File: config.mk
export PLATFORM = sky130hd
export DESIGN_NAME = mac_cs_accum
export DESIGN_NICKNAME = d
export VERILOG_FILES = /design/src/rtl/mac_cs_pkg.sv /design/src/rtl/csa_row.sv /design/src/rtl/cs_product.sv /design/src/rtl/mac_cs_accum.sv
export SDC_FILE = /design/constraint.sdc
export NUM_CORES = 1
export LEC_CHECK = 0
export BUFFER_PORTS_ARGS = -buffer_cell sky130_fd_sc_hd__buf_2
export CORE_ASPECT_RATIO = 0.5
export CORE_MARGIN = 2
export CORE_UTILIZATION = 51
export DETAILED_ROUTE_END_ITERATION = 7
export GPL_TIMING_DRIVEN = 0
export PLACE_DENSITY = 0.82
export SETUP_SLACK_MARGIN = 0.3
export SLEW_MARGIN = 20
export SYNTH_ARGS = -nofsm -noshare
export SYNTH_HDL_FRONTEND = slang
export SYNTH_SLANG_ARGS = --single-unit
File: constraint.sdc
create_clock -name clk -period 13.94 [get_ports clk]
set_input_delay 1.394 -clock clk [delete_from_list [all_inputs] [get_ports clk]]
set_output_delay 1.394 -clock clk [all_outputs]
set_load 0.05 [all_outputs]
File: src/rtl/mac_cs_pkg.sv
// Shared definitions for the carry-save multiply-accumulate unit.
// Assumes: operands are unsigned; ACC_W >= 2*OP_W.
package mac_cs_pkg;
    localparam int unsigned OP_W_DEF  = 8;
    localparam int unsigned ACC_W_DEF = 24;

    // Update applied to the accumulator on a clock edge
    typedef enum logic [1:0] {
        ACC_HOLD = 2'd0,
        ACC_ADD  = 2'd1,
        ACC_ZERO = 2'd2,
        ACC_LOAD = 2'd3
    } acc_op_e;
endpackage

File: src/rtl/csa_row.sv
// Row of W full adders used as 3:2 compressors.
// Reduces three vectors to a sum vector and a carry vector. The carry vector
// is already shifted one place up; the top carry is dropped (modulo 2^W).
// Assumes: W >= 2.
module csa_row #(
    parameter int unsigned W = 24
) (
    input  logic [W-1:0] in_x,
    input  logic [W-1:0] in_y,
    input  logic [W-1:0] in_z,
    output logic [W-1:0] out_s,
    output logic [W-1:0] out_c
);
    logic [W-1:0] maj;

    // Bitwise sum and majority of the three inputs
    always_comb begin
        out_s = in_x ^ in_y ^ in_z;
        maj   = (in_x & in_y) | (in_x & in_z) | (in_y & in_z);
        out_c = {maj[W-2:0], 1'b0};
    end
endmodule

File: src/rtl/cs_product.sv
// Combinational unsigned multiplier that leaves its result in carry-save
// form. Each partial product is the multiplicand ANDed with one multiplier
// bit and shifted into place. A linear chain of 3:2 rows reduces them to two
// vectors whose sum mod 2^W is the product.
// Assumes: OP_W >= 2, W >= 2*OP_W.
module cs_product #(
    parameter int unsigned OP_W = 8,
    parameter int unsigned W    = 24
) (
    input  logic [OP_W-1:0] mcand,
    input  logic [OP_W-1:0] mplier,
    output logic [W-1:0]    vec_s,
    output logic [W-1:0]    vec_c
);
    localparam int unsigned STAGES = OP_W - 1;

    logic [W-1:0] pp    [OP_W];
    logic [W-1:0] red_s [STAGES];
    logic [W-1:0] red_c [STAGES];

    // Partial-product generation: AND with each multiplier bit, then shift
    for (genvar i = 0; i < OP_W; i++) begin : g_pp
        always_comb pp[i] = mplier[i] ? (W'(mcand) << i) : '0;
    end

    // The first two partial products seed the carry-save pair
    always_comb begin
        red_s[0] = pp[0];
        red_c[0] = pp[1];
    end

    // Each later partial product is folded in by one compressor row
    for (genvar k = 2; k < OP_W; k++) begin : g_red
        csa_row #(.W(W)) u_row (
            .in_x  (red_s[k-2]),
            .in_y  (red_c[k-2]),
            .in_z  (pp[k]),
            .out_s (red_s[k-1]),
            .out_c (red_c[k-1])
        );
    end

    // Final pair of the chain leaves the module unresolved
    always_comb begin
        vec_s = red_s[STAGES-1];
        vec_c = red_c[STAGES-1];
    end
endmodule

File: src/rtl/mac_cs_accum.sv
// Multiply-accumulate unit with a fused final addition.
// The product stays in carry-save form. One 3:2 row merges it with the stored
// total (or with zero on a restart), and a single carry-propagate adder
// resolves the result into the accumulator register.
// Assumes: unsigned operands, wrap-around arithmetic, synchronous active-low
// reset, clear with valid loads the bare product.
module mac_cs_accum
    import mac_cs_pkg::*;
#(
    parameter int unsigned OP_W  = OP_W_DEF,
    parameter int unsigned ACC_W = ACC_W_DEF
) (
    input  logic             clk,
    input  logic             rst_n,
    input  logic             clr,
    input  logic             in_valid,
    input  logic [OP_W-1:0]  op_a,
    input  logic [OP_W-1:0]  op_b,
    output logic [ACC_W-1:0] acc
);
    acc_op_e          upd;
    logic [ACC_W-1:0] acc_q;
    logic [ACC_W-1:0] acc_feed;
    logic [ACC_W-1:0] prod_sum;
    logic [ACC_W-1:0] prod_cry;
    logic [ACC_W-1:0] mrg_s;
    logic [ACC_W-1:0] mrg_c;
    logic [ACC_W-1:0] total;
    logic [ACC_W-1:0] acc_d;

    // Decode the control strobes into one update kind
    always_comb begin
        unique case ({clr, in_valid})
            2'b01:   upd = ACC_ADD;
            2'b10:   upd = ACC_ZERO;
            2'b11:   upd = ACC_LOAD;
            default: upd = ACC_HOLD;
        endcase
    end

    cs_product #(.OP_W(OP_W), .W(ACC_W)) u_prod (
        .mcand  (op_a),
        .mplier (op_b),
        .vec_s  (prod_sum),
        .vec_c  (prod_cry)
    );

    // Restart drops the old total from the compressor input
    always_comb acc_feed = (upd == ACC_LOAD) ? '0 : acc_q;

    csa_row #(.W(ACC_W)) u_merge (
        .in_x  (prod_sum),
        .in_y  (prod_cry),
        .in_z  (acc_feed),
        .out_s (mrg_s),
        .out_c (mrg_c)
    );

    // Single shared carry-propagate adder
    always_comb total = mrg_s + mrg_c;

    // Next-value selection for the accumulator
    always_comb begin
        unique case (upd)
            ACC_ADD, ACC_LOAD: acc_d = total;
            ACC_ZERO:          acc_d = '0;
            default:           acc_d = acc_q;
        endcase
    end

    // Accumulator register with synchronous active-low reset
    always_ff @(posedge clk) begin
        if (!rst_n) acc_q <= '0;
        else        acc_q <= acc_d;
    end

    always_comb acc = acc_q;
endmodule

==> impl_metrics.tcl, run 1 <==
set metrics [dict create \
    dpl.cell_count 545 \
    rows 21 \
    multiInputGateArea_um2 2835 \
    clkLatencyLatePin_ps 270 \
    htreeDepth 1 \
    ys_ff_latch 24 \
    min_period_ps 7004 \
    hold_viol_final 0 \
    clkTransAtPathRegs_ps 70 \
    crit_fanout 9 \
    fp.dieW_um 121.7 \
    slew_headroom_pct 61.26 \
    grt_util_all_layers_pct 23.05 \
    worst_slack_ps 6936 \
    path_class "input pin to register" \
    syn-mean-instance-area_um2 8.436 \
    p_leak_nw 1.726 \
    async_flop_share_pct 0 \
    drive_gt1_share_pct 10.28 \
    gp_congestion 0.9238 \
    worst_path_largest_cell_delay_ps 570 \
    dr_total_vias 3107 \
    largest_reg_flops 24 \
    hp-class "register to register" \
    syn_nets 518 \
    timing.final.crit_share_pct 50.24 \
    wirelength_mm 8.235 \
    start_util_pct 52.75 \
    wl_met3_um 467 \
    drc 0 \
    arrival_ps 7170 \
    rsz0062_at_grt "false" \
    grt_pass1_vias 3126 \
    worstPathRequired_ps 14100 \
    grt_max_degree 15 \
    drtPass1Iterations 4 \
    drv_slew 0 \
    cts_resized 0 \
    crit_chain "clkbuf_1 -> nand2_1 -> fa_1 -> fa_1 -> fa_1 -> fa_1 -> fa_1 -> inv_1 -> fa_1 -> inv_1 -> fa_1 -> inv_1 -> ha_1 -> nand2_1 -> a211oi_2 -> nor3_2 -> o31ai_4 -> nor4b_2 -> a211o_1" \
    synth_edf_count 0 \
    power_uw 715.4 \
    postCtsHoldBufs 0 \
    ys.flop_type "dfxtp_1" \
    routedWlPerCell_um 15.00 \
    fin_area_um2 3925 \
    cts_made_buffers 3 \
    timing.fmax_mhz 142.8 \
    critPathCaptureType "register" \
    overflow 0 \
    area_growth_pct 11.04 \
    cts_root_buf "clkbuf_16" \
    cts.sinks 24 \
    cts.path.max_buffers 2 \
    placedInstanceArea_um2 3820 \
    tightest_slew_ps 581.2 \
    yosysUniqueCellTypes 49 \
    dp_hpwl_mm 6.623 \
    syn_inst 419 \
    critPathLaunchType "input pin" \
    synth_area_um2 3535 \
    crit_top_cell "fa_1" \
    fin_worst_skew_ps 10.18 \
    drtAntennaViolNets 0 \
    seq_area_um2 480.5 \
    cap_viol_max_count 0 \
    antenna_found_initial 0 \
    met2RoutedLength_mm 3.764 \
    grt_pass1_wl_mm 14.32 \
    highest_layer "met4" \
    die_area_um2 7653 \
    yosys.area.top_type_share_pct 28.32 \
    io_pins 44 \
    via_per_inst 5.659 \
    powerDensity_nw_per_um2 182.3 \
    fill_cells 606 \
    max-vdd-ir-drop_mv 0.09034 \
    setup_tns_ps 0 \
    critPathSlowestCell "fa_1" \
    fin_nets 557 \
    core-area_um2 6700 \
    drt-initial-drc-count 193 \
    pre_cts_slack_ps 6708 \
    antenna_cells 0 \
    netlist_top_cells_area "fa_1, dfxtp_1, ha_1, nand2_1, inv_1" \
    setup_viol 0 \
    status "finished, final reports clean" \
    drt-met1-wl_mm 3.905 \
    synth_top_cell_by_area "fa_1" \
    yosys_warnings 0 \
    fin_cells 549 \
    dieHeight_um 62.87 \
    portBuffers 34 \
    whs_ps 503.7 \
    cts_tree "yes" \
    yosysSeqAreaShare_pct 13.59 \
    cts_setup_buffers 0 \
    final_util_pct 58.58 \
]
-- logic make-up after synthesis --
family,count (synthesis),synth area share (%)
AO/OA/AOI/OAI,59,11.43
XOR/XNOR,7,1.735
adder cells (fa/ha/maj),79,38.58
AND/OR/NAND/NOR,187,27.04
multiplexers,5,1.416
buffers and inverters,58,6.194
flip-flops,24,13.59
-- path summary, 6_finish.rpt --
kind,from,end,slack (ps),cells after the start
setup / recovery,op_a[4],acc[17]$_SDFFE_PN0P_,6940,19
hold / removal,acc[18]$_SDFFE_PN0P_,acc[18]$_SDFFE_PN0P_,500,2
setup reg to reg,acc[1]$_SDFFE_PN0P_,acc[17]$_SDFFE_PN0P_,11030,11
hold reg to reg,acc[18]$_SDFFE_PN0P_,acc[18]$_SDFFE_PN0P_,500,2
-- per-layer routing --
metal,vias to the layer above,track usage [%]
met4,0,5.603
li1,1484,-
met3,14,2.281
met2,95,37.50
met1,1514,33.24
met5,-,0
-- report_power, final --
| part | switching [mW] | internal (mW) | total [mW] |
|---|---|---|---|
| registers | 0.00889 | 0.0817 | 0.0905 |
| clock network | 0.0280 | 0.0572 | 0.0852 |
| logic | 0.329 | 0.211 | 0.540 |
-- Yosys cell counts (5+ instances only) --
cell type	instances
nand2_1	77
fa_1	50
inv_1	39
ha_1	29
dfxtp_1	24
and2_1	22
nor2_1	22
a21oi_1	20
clkbuf_1	17
nor3b_1	11
nor4_1	9
nand3_1	8
o21ai_1	7
nand2b_1	6
nand3b_1	6
mux2i_1	5
nand4_1	5
o21ai_0	5
or2_1	5
xnor2_1	5
-- cells in the final DEF (no fill, tap or decap), drive strengths merged, types with 11 or more instances in the layout --
| master | count |
|---|---|
| nor2 | 22 |
| clkbuf | 20 |
| a21oi | 20 |
| inv | 40 |
| dfxtp | 24 |
| fa | 50 |
| o21ai | 12 |
| nand2 | 77 |
| and2 | 23 |
| buf | 35 |
| ha | 29 |
| nor3b | 11 |
-- layout make-up --
type,count,share of cell area (%)
Buffer,18,1.753
Clock buffer,3,1.913
Clock inverter,1,0.7651
Inverter,40,3.825
Multi-Input combinational cell,337,72.23
Sequential cell,24,12.24
Tap cell,92,2.933
Timing Repair Buffer,34,4.335
-- worst max-delay path: cells and delay by family --
family                     cells  cell delay (ps)
AOI/OAI and AO/OA              3             1000
adders and majority gates      8             3900
buffers and inverters          4              430
and+or+nand+nor                4              430
Note: power is estimated with default switching activity, not from simulation.
==> run 2, diff against run 1 <==
==> constraint.sdc (replaced) <==
create_clock -name clk -period 6.6 [get_ports clk]
set_input_delay 0.66 -clock clk [delete_from_list [all_inputs] [get_ports clk]]
set_output_delay 0.66 -clock clk [all_outputs]
set_load 0.05 [all_outputs]
==> run 2 against run 1 <==
Compared with the run above:
- worst hold slack improved by 3.1 ps
- via count fell by 0.29%
- largest cell class unchanged
- utilization up 0.41 points
- cell area rose by 0.70%
- clock power up 110%
- critical path depth increased by 1
- non-clock buffer count up 3
- total power rose by 110%
- final cell count up 0.55%
- largest power group unchanged
- flip-flop and latch count did not move
==> impl_metrics.tcl, run 2 (synthesized netlist as in run 1, its figures left out) <==
set metrics [dict create \
    cts.path.max_buffers 2 \
    grt_pass1_vias 3126 \
    cts.sinks 24 \
    setup_tns_ps 0 \
    met2RoutedLength_mm 3.758 \
    pre_cts_slack_ps 102.0 \
    routedWlPerCell_um 15.04 \
    critPathLaunchType "input pin" \
    rsz0062_at_grt "false" \
    htreeDepth 1 \
    arrival_ps 6250 \
    tightest_slew_ps 581.0 \
    cts_tree "yes" \
    worst_slack_ps 510.6 \
    drc 0 \
    min_period_ps 6089 \
    overflow 0 \
    drtAntennaViolNets 0 \
    multiInputGateArea_um2 2835 \
    final_util_pct 58.99 \
    hp-class "register to register" \
    fin_nets 560 \
    io_pins 44 \
    drv_slew 0 \
    clkTransAtPathRegs_ps 70 \
    dr_total_vias 3098 \
    area_growth_pct 11.82 \
    drtPass1Iterations 4 \
    fill_cells 603 \
    dp_hpwl_mm 6.623 \
    timing.final.crit_share_pct 92.26 \
    wirelength_mm 8.301 \
    whs_ps 506.7 \
    mostFrequentLayoutCells "nand2_1, fa_1, inv_1" \
    final_common_cell "nand2_1" \
    fin_worst_skew_ps 7.929 \
    core-area_um2 6700 \
    start_util_pct 52.75 \
    antenna_cells 0 \
    p_leak_nw 1.754 \
    cts_root_buf "clkbuf_16" \
    drt-met1-wl_mm 3.862 \
    highest_layer "met4" \
    dieHeight_um 62.87 \
    max-vdd-ir-drop_mv 0.1913 \
    slew_headroom_pct 61.27 \
    cts_made_buffers 3 \
    rows 21 \
    grt_max_degree 15 \
    portBuffers 34 \
    powerDensity_nw_per_um2 385.0 \
    seq_area_um2 480.5 \
    path_class "input pin to register" \
    largest_reg_flops 24 \
    grt_util_all_layers_pct 23.05 \
    fp.dieW_um 121.7 \
    hold_viol_final 0 \
    timing.fmax_mhz 164.2 \
    drive_gt1_share_pct 11.74 \
    drt-initial-drc-count 248 \
    critPathCaptureType "register" \
    wl_met3_um 524 \
    die_area_um2 7653 \
    crit_fanout 8 \
    worstPathRequired_ps 6760 \
    grt_pass1_wl_mm 14.32 \
    cap_viol_max_count 0 \
    antenna_found_initial 0 \
    setup_viol 0 \
    status "finished, final reports clean" \
    gp_congestion 0.9238 \
    clkLatencyLatePin_ps 270 \
    via_per_inst 5.612 \
]
## run 2: cell types whose count changed in the layout (fill, tap and decap cells not counted), sizes merged
cell,before,now
buf,35,38
## run 2: area by class of cell
cell class,count,area share (%)
Buffer,18,1.868
Clock inverter,1,0.7597
Clock buffer,3,1.899
Timing Repair Buffer,37,4.875
Inverter,40,3.799
Multi-Input combinational cell,337,71.73
Tap cell,92,2.912
Sequential cell,24,12.16
## run 2: per-stage QoR
| stage | cell area (um2) | std cells | power, mW |
|---|---|---|---|
| floorplan | 3535 | 419 | 1.085 |
| global placement | 3820 | 545 | 1.292 |
| detailed placement | 3820 | 545 | 1.315 |
| CTS | 3925 | 549 | 1.510 |
| global route | 3953 | 552 | 1.674 |
| finish | 3953 | 552 | 1.522 |
## run 2: worst max-delay path, stage by stage
cell and delay (ps):
clkbuf_2 170, nand2_1 100, fa_1 570, fa_1 450
fa_1 490, fa_1 420, fa_1 550, inv_1 60
fa_1 540, inv_1 60, fa_1 540, inv_1 40
ha_1 340, nand2_1 110, a211oi_2 270, nor3_2 110
o31ai_4 240, buf_4 200, nor4_1 70, a211o_1 270
## run 2: metal layers
layer	vias to the layer above	global-route usage, %
li1	1489	-
met1	1499	33.24
met2	92	37.50
met3	18	2.281
met4	0	5.603
met5	-	0
## run 2: final timing paths
kind                        startpoint              endpoint  slack [ps]  cells after the start
hold reg to reg   acc[18]$_SDFFE_PN0P_  acc[18]$_SDFFE_PN0P_         510                      2
setup / recovery               op_a[4]  acc[19]$_SDFFE_PN0P_         510                     20
hold / removal    acc[18]$_SDFFE_PN0P_  acc[18]$_SDFFE_PN0P_         510                      2
setup reg to reg  acc[12]$_SDFFE_PN0P_  acc[17]$_SDFFE_PN0P_        3500                     11
## run 2: power by group
part | internal [mW] | switching (mW) | total [mW]
Combinational | 0.453 | 0.698 | 1.15
Clock | 0.121 | 0.0591 | 0.180
Sequential | 0.172 | 0.0187 | 0.191
Total | 0.746 | 0.776 | 1.52
## run 2: what timing repair did
| action | CTS | global route |
|---|---|---|
| hold buffers | 0 | 0 |
| resized for setup | 0 | 8 |
| hold endpoints to repair | 0 | 0 |
| buffers inserted | 0 | 3 |
| setup endpoints to repair | 0 | 7 |
